<file path="src/rtl/pwm_evt_pkg.sv">
package pwm_evt_pkg;

  localparam int NEV  = 6;
  localparam int ACTW = 2 * NEV;

  localparam int EV_ZERO = 0;
  localparam int EV_LOAD = 1;
  localparam int EV_AUP  = 2;
  localparam int EV_ADN  = 3;
  localparam int EV_BUP  = 4;
  localparam int EV_BDN  = 5;

  // Highest priority first.
  localparam int PRIO [NEV] = '{EV_BDN, EV_ADN, EV_BUP, EV_AUP, EV_LOAD, EV_ZERO};

  typedef enum logic [1:0] {
    ACT_KEEP = 2'b00,
    ACT_FLIP = 2'b01,
    ACT_LOW  = 2'b10,
    ACT_HIGH = 2'b11
  } act_e;

  // Select the code of the most important active event whose code is not KEEP.
  function automatic act_e pick_act(input logic [NEV-1:0] ev, input logic [ACTW-1:0] fld);
    act_e r;
    logic hit;
    r   = ACT_KEEP;
    hit = 1'b0;
    for (int k = 0; k < NEV; k++) begin
      if (!hit && ev[PRIO[k]] && (fld[2*PRIO[k] +: 2] != 2'b00)) begin
        r   = act_e'(fld[2*PRIO[k] +: 2]);
        hit = 1'b1;
      end
    end
    return r;
  endfunction

  function automatic logic apply_act(input act_e a, input logic cur);
    logic r;
    case (a)
      ACT_FLIP: r = ~cur;
      ACT_LOW:  r = 1'b0;
      ACT_HIGH: r = 1'b1;
      default:  r = cur;
    endcase
    return r;
  endfunction

endpackage

</file>
<file path="src/rtl/pwm_evt_counter.sv">
module pwm_evt_counter #(
  parameter int CW = 16
) (
  input  logic          clk,
  input  logic          rst_n,
  input  logic          run,
  input  logic          updown,
  input  logic [CW-1:0] load_in,
  input  logic [CW-1:0] cmpa_in,
  input  logic [CW-1:0] cmpb_in,
  output logic [CW-1:0] cnt,
  output logic          dir_up,
  output logic [CW-1:0] ld_act,
  output logic [CW-1:0] ca_act,
  output logic [CW-1:0] cb_act
);

  localparam logic [CW-1:0] ZERO = '0;
  localparam logic [CW-1:0] ONE  = CW'(1);

  logic at_zero;
  logic at_peak;

  assign at_zero = (cnt == ZERO);
  assign at_peak = (cnt >= ld_act);

  always_ff @(posedge clk or negedge rst_n) begin
    if (!rst_n) begin
      cnt    <= ZERO;
      dir_up <= 1'b0;
      ld_act <= ZERO;
      ca_act <= ZERO;
      cb_act <= ZERO;
    end else if (run) begin
      if (at_zero) begin
        ld_act <= load_in;
        ca_act <= cmpa_in;
        cb_act <= cmpb_in;
        if (updown && (load_in != ZERO)) begin
          cnt    <= ONE;
          dir_up <= 1'b1;
        end else begin
          cnt    <= updown ? ZERO : load_in;
          dir_up <= 1'b0;
        end
      end else if (updown && dir_up && !at_peak) begin
        cnt    <= cnt + ONE;
        dir_up <= 1'b1;
      end else begin
        cnt    <= cnt - ONE;
        dir_up <= 1'b0;
      end
    end
  end

endmodule

</file>
<file path="src/rtl/pwm_evt_detect.sv">
module pwm_evt_detect
  import pwm_evt_pkg::*;
#(
  parameter int CW = 16
) (
  input  logic           run,
  input  logic [CW-1:0]  cnt,
  input  logic           dir_up,
  input  logic [CW-1:0]  ld_act,
  input  logic [CW-1:0]  ca_act,
  input  logic [CW-1:0]  cb_act,
  output logic [NEV-1:0] ev
);

  logic hit_a;
  logic hit_b;
  logic is_zero;

  assign is_zero = (cnt == '0);
  assign hit_a   = (cnt == ca_act);
  assign hit_b   = (cnt == cb_act);

  always_comb begin
    ev          = '0;
    ev[EV_ZERO] = run && is_zero;
    ev[EV_LOAD] = run && !is_zero && (cnt == ld_act);
    ev[EV_AUP]  = run && hit_a && dir_up;
    ev[EV_ADN]  = run && hit_a && !dir_up;
    ev[EV_BUP]  = run && hit_b && dir_up;
    ev[EV_BDN]  = run && hit_b && !dir_up;
  end

endmodule

</file>
<file path="src/rtl/pwm_evt_action.sv">
module pwm_evt_action
  import pwm_evt_pkg::*;
(
  input  logic            clk,
  input  logic            rst_n,
  input  logic [NEV-1:0]  ev,
  input  logic [ACTW-1:0] fld,
  output act_e            sel,
  output logic            pwm
);

  assign sel = pick_act(ev, fld);

  always_ff @(posedge clk or negedge rst_n) begin
    if (!rst_n) pwm <= 1'b0;
    else        pwm <= apply_act(sel, pwm);
  end

endmodule

</file>
<file path="src/rtl/pwm_evt_status.sv">
module pwm_evt_status
  import pwm_evt_pkg::*;
(
  input  logic           clk,
  input  logic           rst_n,
  input  logic [NEV-1:0] ev,
  input  logic [NEV-1:0] irq_en,
  input  logic [NEV-1:0] trg_en,
  input  logic           clr_stb,
  input  logic [NEV-1:0] clr_mask,
  output logic [NEV-1:0] raw,
  output logic           irq,
  output logic           trig
);

  logic [NEV-1:0] clr_eff;

  assign clr_eff = clr_stb ? clr_mask : '0;
  assign irq     = |(raw & irq_en);

  always_ff @(posedge clk or negedge rst_n) begin
    if (!rst_n) begin
      raw  <= '0;
      trig <= 1'b0;
    end else begin
      raw  <= (raw & ~clr_eff) | ev;
      trig <= |(ev & trg_en);
    end
  end

endmodule

</file>
<file path="src/rtl/pwm_evt_gen.sv">
module pwm_evt_gen
  import pwm_evt_pkg::*;
#(
  parameter int CW = 16
) (
  input  logic            clk,
  input  logic            rst_n,
  input  logic            run,
  input  logic            updown,
  input  logic [CW-1:0]   load_val,
  input  logic [CW-1:0]   cmpa_val,
  input  logic [CW-1:0]   cmpb_val,
  input  logic [ACTW-1:0] act_a,
  input  logic [ACTW-1:0] act_b,
  input  logic [NEV-1:0]  irq_en,
  input  logic [NEV-1:0]  trg_en,
  input  logic            clr_stb,
  input  logic [NEV-1:0]  clr_mask,
  output logic [CW-1:0]   count,
  output logic            pwm_a,
  output logic            pwm_b,
  output logic [NEV-1:0]  raw_stat,
  output logic            irq,
  output logic            trig
);

  localparam int NOUT = 2;

  logic [CW-1:0]   cnt_w;
  logic            dir_up_w;
  logic [CW-1:0]   ld_act_w;
  logic [CW-1:0]   ca_act_w;
  logic [CW-1:0]   cb_act_w;
  logic [NEV-1:0]  ev_w;
  logic [ACTW-1:0] fld_w [NOUT];
  act_e            sel_w [NOUT];
  logic [NOUT-1:0] pwm_w;

  assign fld_w[0] = act_a;
  assign fld_w[1] = act_b;

  pwm_evt_counter #(.CW(CW)) u_counter (
    .clk     (clk),
    .rst_n   (rst_n),
    .run     (run),
    .updown  (updown),
    .load_in (load_val),
    .cmpa_in (cmpa_val),
    .cmpb_in (cmpb_val),
    .cnt     (cnt_w),
    .dir_up  (dir_up_w),
    .ld_act  (ld_act_w),
    .ca_act  (ca_act_w),
    .cb_act  (cb_act_w)
  );

  pwm_evt_detect #(.CW(CW)) u_detect (
    .run    (run),
    .cnt    (cnt_w),
    .dir_up (dir_up_w),
    .ld_act (ld_act_w),
    .ca_act (ca_act_w),
    .cb_act (cb_act_w),
    .ev     (ev_w)
  );

  for (genvar g = 0; g < NOUT; g++) begin : g_out
    pwm_evt_action u_action (
      .clk   (clk),
      .rst_n (rst_n),
      .ev    (ev_w),
      .fld   (fld_w[g]),
      .sel   (sel_w[g]),
      .pwm   (pwm_w[g])
    );
  end

  pwm_evt_status u_status (
    .clk      (clk),
    .rst_n    (rst_n),
    .ev       (ev_w),
    .irq_en   (irq_en),
    .trg_en   (trg_en),
    .clr_stb  (clr_stb),
    .clr_mask (clr_mask),
    .raw      (raw_stat),
    .irq      (irq),
    .trig     (trig)
  );

  assign count = cnt_w;
  assign pwm_a = pwm_w[0];
  assign pwm_b = pwm_w[1];

endmodule

</file>
<file path="config.mk">
export PLATFORM = sky130hd
export DESIGN_NAME = pwm_evt_gen
export DESIGN_NICKNAME = d
export VERILOG_FILES = /design/src/rtl/pwm_evt_pkg.sv /design/src/rtl/pwm_evt_counter.sv /design/src/rtl/pwm_evt_detect.sv /design/src/rtl/pwm_evt_action.sv /design/src/rtl/pwm_evt_status.sv /design/src/rtl/pwm_evt_gen.sv
export SDC_FILE = /design/constraint.sdc
export NUM_CORES = 1
export LEC_CHECK = 0
export ABC_CLOCK_PERIOD_IN_PS = 6680
export BUFFER_PORTS_ARGS = -buffer_cell sky130_fd_sc_hd__buf_2
export CORE_MARGIN = 3
export CORE_UTILIZATION = 36
export CTS_CLUSTER_DIAMETER = 60
export DETAILED_ROUTE_END_ITERATION = 16
export SYNTH_ARGS = -nofsm -noshare
export SYNTH_HDL_FRONTEND = slang
export SYNTH_HIERARCHICAL = 1
export SYNTH_SLANG_ARGS = --single-unit
</file>
<file path="constraint.sdc">
create_clock -name clk -period 6.68 [get_ports clk]
set_input_delay 1.002 -clock clk [delete_from_list [all_inputs] [get_ports clk]]
set_output_delay 1.002 -clock clk [all_outputs]
set_load 0.005 [all_outputs]
</file>
**After elaboration in Yosys (flattened, before gate mapping)**

Cells that the tools add are included.

- Bits in registers: 74
- Bits in latches: 0
- Bits in writable memories: 0
- ROM bits: 0
- Input bits: 95
- Output and inout port bits: 26
- Memories kept: 0

- $add $sub $neg: 2
- $mul: 0
- Div/mod/pow operators: 0
- Magnitude comparators: 1
- Equal/unequal tests: 9
- Shifts and indexed selects: 0
- Multiplexer cells: 32
- Bitwise operators: 7
- Reductions and logical operators: 66

Operators with widths:

| kind | count |
|---|---|
| $mux W16 | 4 |
| $eq A16 B16 Y1 | 3 |
| $logic_and A1 B1 Y1 | 34 |
| $mux W2 | 12 |
| $reduce_bool A2 Y1 | 12 |
| $and A6 B6 Y6 | 3 |
| $add A16 B1 Y16 const B | 1 |
| $ge A16 B16 Y1 | 1 |
| $logic_not A16 Y1 | 1 |
| $reduce_bool A16 Y1 | 1 |
| $sub A16 B1 Y16 const B | 1 |
| $logic_not A1 Y1 | 13 |
| $mux W1 | 13 |
| $reduce_or A6 Y1 | 2 |
| $eq A2 B2 Y1 const B | 4 |
| $mux W6 | 1 |
| $not A6 Y6 | 1 |
| $or A6 B6 Y6 | 1 |
| $pmux W1 S3 | 2 |
| $reduce_bool A3 Y1 | 2 |
| $eq A2 B1 Y1 const B | 2 |
| $not A1 Y1 | 2 |
| $reduce_and A2 Y1 | 1 |

**Logic depth before layout (Yosys ltp)**

Gate-level depths: netlist of run 1.

- Depth after elaboration: 27
- Depth in mapped cells: 15
- Mapped depth without buffers: 15

**Cells and area by module**

Netlist of run 1, hierarchy kept.

By module, submodules not included:

| module | times used | cells an instance | area an instance (µm²) |
|---|---|---|---|
| pwm_evt_counter | 1 | 358 | 3769.9 |
| pwm_evt_detect | 1 | 79 | 603.1 |
| pwm_evt_action | 2 | 28 | 176.4 |
| pwm_evt_status | 1 | 27 | 297.8 |

**Least setup slack after synthesis of run 1**

No wires, ideal clock.

- Path kind: register to register
- Start: register u_counter.cnt[13]
- End: register u_counter.cnt[12]
- Data arrival time: 3.846 ns
- Slack: 2.765 ns
- Stages on the path, launching flop included: 15
- Buffers on the path: 0
- Clock period less this slack: 3.915 ns
- Path through: dfrtp_1 ha_1 a21o_1 a21o_1 a211o_1 nor4_4 inv_1 ha_1 nor2b_1 o21ai_0 a21oi_1 o211ai_1 a211oi_1 or4b_1 nand3_1

- Cells in the longest elaborated chain, start to end: 5
- Elaborated cells on any way between the ends: 6

RTL lines:

| what | RTL line | text |
|---|---|---|
| start: declaration | pwm_evt_counter.sv:11 | `output logic [CW-1:0] cnt,` |
| start signal: assignment | pwm_evt_counter.sv:43 | `cnt <= updown ? ZERO : load_in;` |
| start signal: assignment | pwm_evt_counter.sv:47 | `cnt <= cnt + ONE;` |
| start signal: assignment | pwm_evt_counter.sv:50 | `cnt <= cnt - ONE;` |
| $ge A16 B16 Y1 | pwm_evt_counter.sv:25 | `assign at_peak = (cnt >= ld_act);` |
| $logic_not A1 Y1 | pwm_evt_counter.sv:46 | `end else if (updown && dir_up && !at_peak) begin` |
| $logic_and A1 B1 Y1 | pwm_evt_counter.sv:46 |  |
| $mux W16 | pwm_evt_counter.sv:46 |  |
| $mux W16 (*) | pwm_evt_counter.sv:35 | `if (at_zero) begin` |

Mark *: on every way between the ends. The rest lies on a longest branch, timed or not.
A chain may end at the register's enable or synchronous reset.

**Final worst setup path of run 1**

Ends and elaborated chain as after synthesis.

==> key figures, run 1 <==
Floorplanning
  – Chip width: between 100 and 150 um
  – CORE AREA: between 10000 and 15000 um^2
  – Ports: 121
  – Starting Density: between 30 and 40%
  – Die area: approximately 15000 um^2
  – Die Y: 124 um
  – Rows: 42

Timing
  – Setup WS post-layout: 2.27 ns
  – RSZ-0062 raised after global routing: no
  – Slew Limit Fails: 0
  – Fin Setup TNS: 0 ns
  – Min cycle time layout: between 4 and 5 ns
  – Period utilisation layout: about 66%
  – Hold slack final: roughly 0.50 ns
  – Fmax: between 200 and 250 MHz
  – Slew HR: between 20% and 30%
  – Final setup vio count: 0
  – Actual slew at the worst max-slew pin: ~1.2 ns
  – Final Hold Violating Endpoints: 0
  – Clk_skew: just over 0.009 ns

Flow run
  – Max Cap Viol: 0

Finish
  – Synth-to-layout area growth: 22.0%
  – Commonest non-fill, non-tap cell in the layout: buf_2
  – Diodes inserted: 0
  – Multi-input logic area: about 3000 um^2
  – Fraction of layout cells with a size suffix above 1: 29.9%
  – # nets final: ~770
  – Design area: ~6100 um^2
  – Filler Cell Count: between 1000 and 1500
  – Register area: between 1500 and 2000 um^2
  – Leading cell types in the layout, fill and taps excluded: 120 x buf_2, 74 x dfrtp_1, 48 x mux2_2

Synth
  – Synth warnings: 6
  – Synthesized area: between 5000 and 6000 um^2
  – Mapped Cells: between 500 and 600
  – Synthesized area per cell: about 9.7 um^2
  – Post-Synthesis Net Count: ~650

Place
  – GP Congestion: roughly 0.86
  – Buffers on Ports: 120
  – Placed inst area: roughly 5800 um^2
  – Dpl hpwl: 11.7 mm
  – Setup Slack @ Placement: roughly 2.3 ns

Detailed routing
  – Routed vias: roughly 4600
  – Routed Antenna Nets: 0
  – Vias/cell: 5.58
  – Post-Route WL: about 16 mm
  – DRC Markers: 0
  – Drt first pass iters: 5
  – WL/cell: approximately 19 um
  – 1st-iter DRT viols: 352

Critical path
  – Crit path cell chain: ha_1 > a21o_1 > a21o_1 > a211o_1 > nor4_4 > inv_1 > ha_1 > nor2b_1 > o21ai_0 > a21oi_1 > o211ai_1 > a211oi_1 > or4b_1 > nand3_1
  – Crit path largest cell delay: 0.52 ns
  – Worst setup startpoint: u_counter/cnt[13]
  – CP Launch Type: register
  – CP arrival: 4.70 ns
  – R2R Path Start: u_counter/cnt[13]
  – CP max stage cell: or4b_1
  – CP required: 6.96 ns
  – CP delay by family, top: compound AO/OA/AOI/OAI gates
  – Worst Setup End Kind: register
  – CP bufs+invs: 1
  – Worst Path Max Fanout: 16
  – Critical setup path kind: register to register

Pwr
  – Max VDD drop: roughly 260 uV
  – Tot Pwr: 2.10 mW
  – Leak pwr: between 2 and 3 nW
  – Power density over the cells: about 340 nW/um^2

Clocking
  – CTS Buffer Depth: 2
  – Cts bufs inserted: 9
  – Clk sinks: 74
  – Postcts setup bufs: 0
  – Worst-Skew Late Latency: roughly 0.35 ns
  – CTS tree: built
  – Clk Tree Root Cell: clkbuf_16
  – H-Tree Depth: 3
  – Hold buffer count at CTS: 0
  – Worst-path clk slew: approximately 0.060 ns
  – Post_cts resized: 0

Min path
  – Worst Hold Class: register to register
  – Hold Crit Start: u_status/raw[3]

Global routing
  – Largest net degree at the start of global routing: 75
  – Gr usage total: between 20% and 30%
  – Overflow left after global routing: 0
  – Initial antenna violation count: 0
  – Vias in the first global route: ~4600
  – First-pass GRT wire length: around 24 mm

Status
  – Status: finished clean
per-layer routing:
metal  GRT usage (%)  vias up  part of all wire (%)
met5               0        -                     0
met4            9.24        0                   3.0
met3            4.59       34                   8.4
met2            34.5      225                    46
met1            26.8     2179                    43
li1                -     2147                     -
final cells by class:
type                    instances  area share [%]
clock inverters                 3           0.757
multi-input cells             405            49.2
well taps                     176            3.60
flip-flops and latches         74            30.3
repair buffers                123            10.2
inverters                      28            1.72
clock buffers                  13            4.26
stage by stage:
step | utilization, % | instances
final | 45.4 | 822
after global routing | 45.4 | 822
after CTS | 45.4 | 822
after detailed placement | 43.2 | 806
after global placement | 43.2 | 806
after floorplan | - | 518
where the power goes:
group / leakage (nW) / total (mW) / switching [mW] / internal [mW]
Clock: 0.146 / 0.502 / 0.191 / 0.311
Sequential: 0.990 / 0.684 / 0.189 / 0.495
Combinational: 1.86 / 0.918 / 0.492 / 0.426
Total: 2.99 / 2.10 / 0.872 / 1.23
flip-flops by register name, summed over array words and instances (netlist names):
signal,count
g_out.u_action/pwm,2
u_counter/dir_up,1
u_counter/cnt,16
u_status/trig,1
u_counter/ld_act,16
u_status/raw,6
u_counter/cb_act,16
u_counter/ca_act,16
worst paths after layout:
path                                        to  slack (ns)  cells after the start
max                          u_counter/cnt[12]        2.27                     14
min                            u_status/raw[3]        0.50                      1
max reg2reg                  u_counter/cnt[12]        2.27                     14
min reg2reg                    u_status/raw[3]        0.50                      1
max in group asynchronous  u_counter/ld_act[5]        5.14                      2
min in group asynchronous      u_status/raw[0]        0.89                      2
Note: power is estimated with default switching activity, not from simulation.
==> inputs of run 2 (changes only) <==
Settings changed: ABC_AREA set to 1, ABC_CLOCK_PERIOD_IN_PS 6680 to 3600.
Clock period 6.68 ns to 3.6 ns, I/O delays scaled along.
==> run 2 against run 1 <==
  * Clock skew is 0.00051 ns higher
  * Hold slack worse by 0.14 ns
  * Count of clock-buffer cells in the layout is 4 lower
  * Worst setup slack worse by 1.9 ns
  * Synthesized cell count is 52% higher
  * Global-route usage is 0.65 points lower
  * Critical path type unchanged
  * Largest cell class unchanged
  * Highest routed layer unchanged
  * Cell count is 39% higher
==> key figures, run 2 <==
Detailed routing
  – DR top layer: met4
  – Routed Antenna Nets: 0
  – Drt first pass iters: 5
  – DRC Markers: 0
  – 1st-iter DRT viols: ~350
  – Vias/cell: 4.98
  – Wire length on met1: just over 8 mm
  – WL/cell: 15.6 um
  – WL met2: 8.07 mm
  – Met3 routed WL: ~1.3 mm
  – Routed vias: 5691
  – Post-Route WL: about 18 mm

Synth
  – Share of the synthesized area in the top cell type: 32.5%
  – Yosys reg bits: 74
  – Synthesized area: around 5700 um^2
  – Largest family of logic cells by synthesized area: simple AND/OR/NAND/NOR gates
  – Post-synth EDFFs: 0
  – Synth warnings: 6
  – Main area contributors after synthesis: dfrtp_1 33%, nand2_1 14%, mux2_4 7.4%
  – Mapped Cells: about 800
  – Count leader, synth: nand2_1
  – Yosys cell types: 40
  – Synthesized area per cell: between 7 and 8 um^2
  – Sequential-to-total area share from yosys stat: 32.5%
  – Post-Synthesis Net Count: a little over 900
  – Simple-gate share of the synthesized area: 28.9%
  – Synth area leader: dfrtp_1
  – Post-synth top cells: 210 x nand2_1, 108 x inv_1, 85 x nor2_1
  – Adder-cell area share of the yosys netlist: about 7.4%
  – Multiplexer share of the synthesized area: 8.17%
  – XOR/XNOR Fraction of Synth Area: under 10%
  – Post-synthesis compound-gate area fraction: 12.0%
  – Async SR Flop Fraction: between 90% and 100%
  – Ys flop type: dfrtp_1

Clocking
  – Cts bufs inserted: 9
  – Worst-path clk slew: 0.07 ns
  – Hold buffer count at CTS: 0
  – Clk Tree Root Cell: clkbuf_16
  – CTS tree: built
  – Postcts setup bufs: 0
  – H-Tree Depth: 3
  – Post_cts resized: 0
  – Worst-Skew Late Latency: about 0.34 ns
  – CTS Buffer Depth: 2
  – Clk sinks: 74

Finish
  – Multi-input logic area: ~3300 um^2
  – Register area: 1850 um^2
  – Commonest non-fill, non-tap cell in the layout: nand2_1
  – Diodes inserted: 0
  – Filler Cell Count: around 1600
  – Fraction of layout cells with a size suffix above 1: 23.6%
  – Leading cell types in the layout, fill and taps excluded: 210 x nand2_1, 119 x buf_2, 108 x inv_1
  – # nets final: ~1100
  – Synth-to-layout area growth: 21.6%

Global routing
  – Vias in the first global route: about 5600
  – First-pass GRT wire length: roughly 29 mm
  – Gr usage total: 20.4%
  – Largest net degree at the start of global routing: 75
  – Overflow left after global routing: 0
  – Initial antenna violation count: 0

Place
  – Dpl hpwl: ~14 mm
  – Buffers on Ports: 120
  – GP Congestion: between 0.9 and 1

Pwr
  – Tot Pwr: 4.01 mW
  – Max VDD drop: 414 uV
  – Leak pwr: 3.94 nW
  – Power density over the cells: about 580 nW/um^2

Critical path
  – CP required: 3.87 ns
  – CP arrival: about 3.5 ns
  – Critical setup path kind: register to register
  – Worst Path Max Fanout: 10
  – Worst Setup End Kind: register
  – CP Launch Type: register

Timing
  – Fmax: about 310 MHz
  – Min cycle time layout: 3.19 ns
  – RSZ-0062 raised after global routing: no
  – Fin Setup TNS: 0 ns
  – Actual slew at the worst max-slew pin: about 0.96 ns
  – Final setup vio count: 0
  – Slew Limit Fails: 0
  – Final Hold Violating Endpoints: 0
  – Period utilisation layout: slightly below 90%
  – Slew HR: a little over a third
  – Clk_skew: around 0.0097 ns

Flow run
  – Max Cap Viol: 0

Floorplanning
  – Ports: 121
  – Die Y: about 130 um
  – Starting Density: 37.2%
  – Chip width: about 130 um
  – CORE AREA: between 15000 and 20000 um^2
  – Rows: between 40 and 50
  – Die area: between 15000 and 20000 um^2

Min path
  – Worst Hold Class: primary input to asynchronous set/reset pin

Status
  – Status: finished clean
==> run 2: cell type report <==
type | instances | share of cell area (%)
sequential | 74 | 26.7
inverter | 118 | 6.43
multi-input combinational | 586 | 48.1
tap | 211 | 3.81
clock buffer | 9 | 3.25
clock inverter | 7 | 1.12
timing repair buffer | 137 | 10.6
==> run 2: through the flow <==
stage | std cells | cell area (um^2) | setup WS, ns | util (%) | hold slack (ns)
6_report | 1142 | 6920 | 0.411 | 45.2 | 0.362
5_1_grt | 1142 | 6920 | 0.0161 | 45.2 | 0.425
4_1_cts | 1142 | 6920 | 0.476 | 45.2 | 0.407
3_5_place_dp | 1126 | 6620 | 0.502 | 43.2 | 0.494
3_3_place_gp | 1126 | 6620 | 0.564 | 43.2 | 0.490
2_1_floorplan | 789 | 5690 | 0.531 | - | 0.244
==> run 2: final timing paths <==
path | slack [ns] | start | cells after the start | to
setup / recovery | 0.41 | u_counter/cnt[0] | 20 | u_counter/cnt[10]
hold reg to reg | 0.50 | u_status/raw[2] | 1 | u_status/raw[2]
min in group clk | 0.43 | cmpa_val[14] | 2 | u_counter/ca_act[14]
hold / removal | 0.36 | rst_n | 1 | u_counter/ca_act[5]
setup reg to reg | 0.41 | u_counter/cnt[0] | 20 | u_counter/cnt[10]
max in group asynchronous | 2.63 | rst_n | 1 | u_counter/cnt[15]
==> run 2: cells by family (layout without fill, tap and decap cells) <==
logic type,after synthesis,count (layout)
and+or+nand+nor,388,388
buffers and inverters,129,271
AOI/OAI and AO/OA,120,120
DFF,74,74
adders and majority gates,33,33
muxes,32,32
xor gates and xnor gates,13,13
==> run 2: critical path, stage by stage (launching register included) <==
cell and delay, ns:
dfrtp_1 0.49, inv_2 0.12, ha_1 0.31, nand2_1 0.06, nand3_1 0.07, nand2_1 0.05, nand2_1 0.05, nand2_1 0.06
nand2_1 0.07, nand2_1 0.10, nand2_1 0.09, buf_4 0.19, ha_1 0.35, nand3b_1 0.09, nand2_1 0.13, a21boi_0 0.13
o21ai_0 0.30, nand2_1 0.14, nand3b_1 0.11, nand3_1 0.08, a21oi_1 0.13
==> run 2: where the power goes <==
group	total, mW	internal [mW]	switching (mW)
Sequential	1.00	0.918	0.0828
Clock	0.920	0.543	0.377
Combinational	2.09	0.799	1.29
Total	4.01	2.26	1.75
==> run 2: per-layer routing <==
metal / GRT usage [%] / vias up
li1: - / 2827
met2: 33.3 / 219
met3: 4.62 / 28
met5: 0 / -
met1: 27.6 / 2617
met4: 5.31 / 0
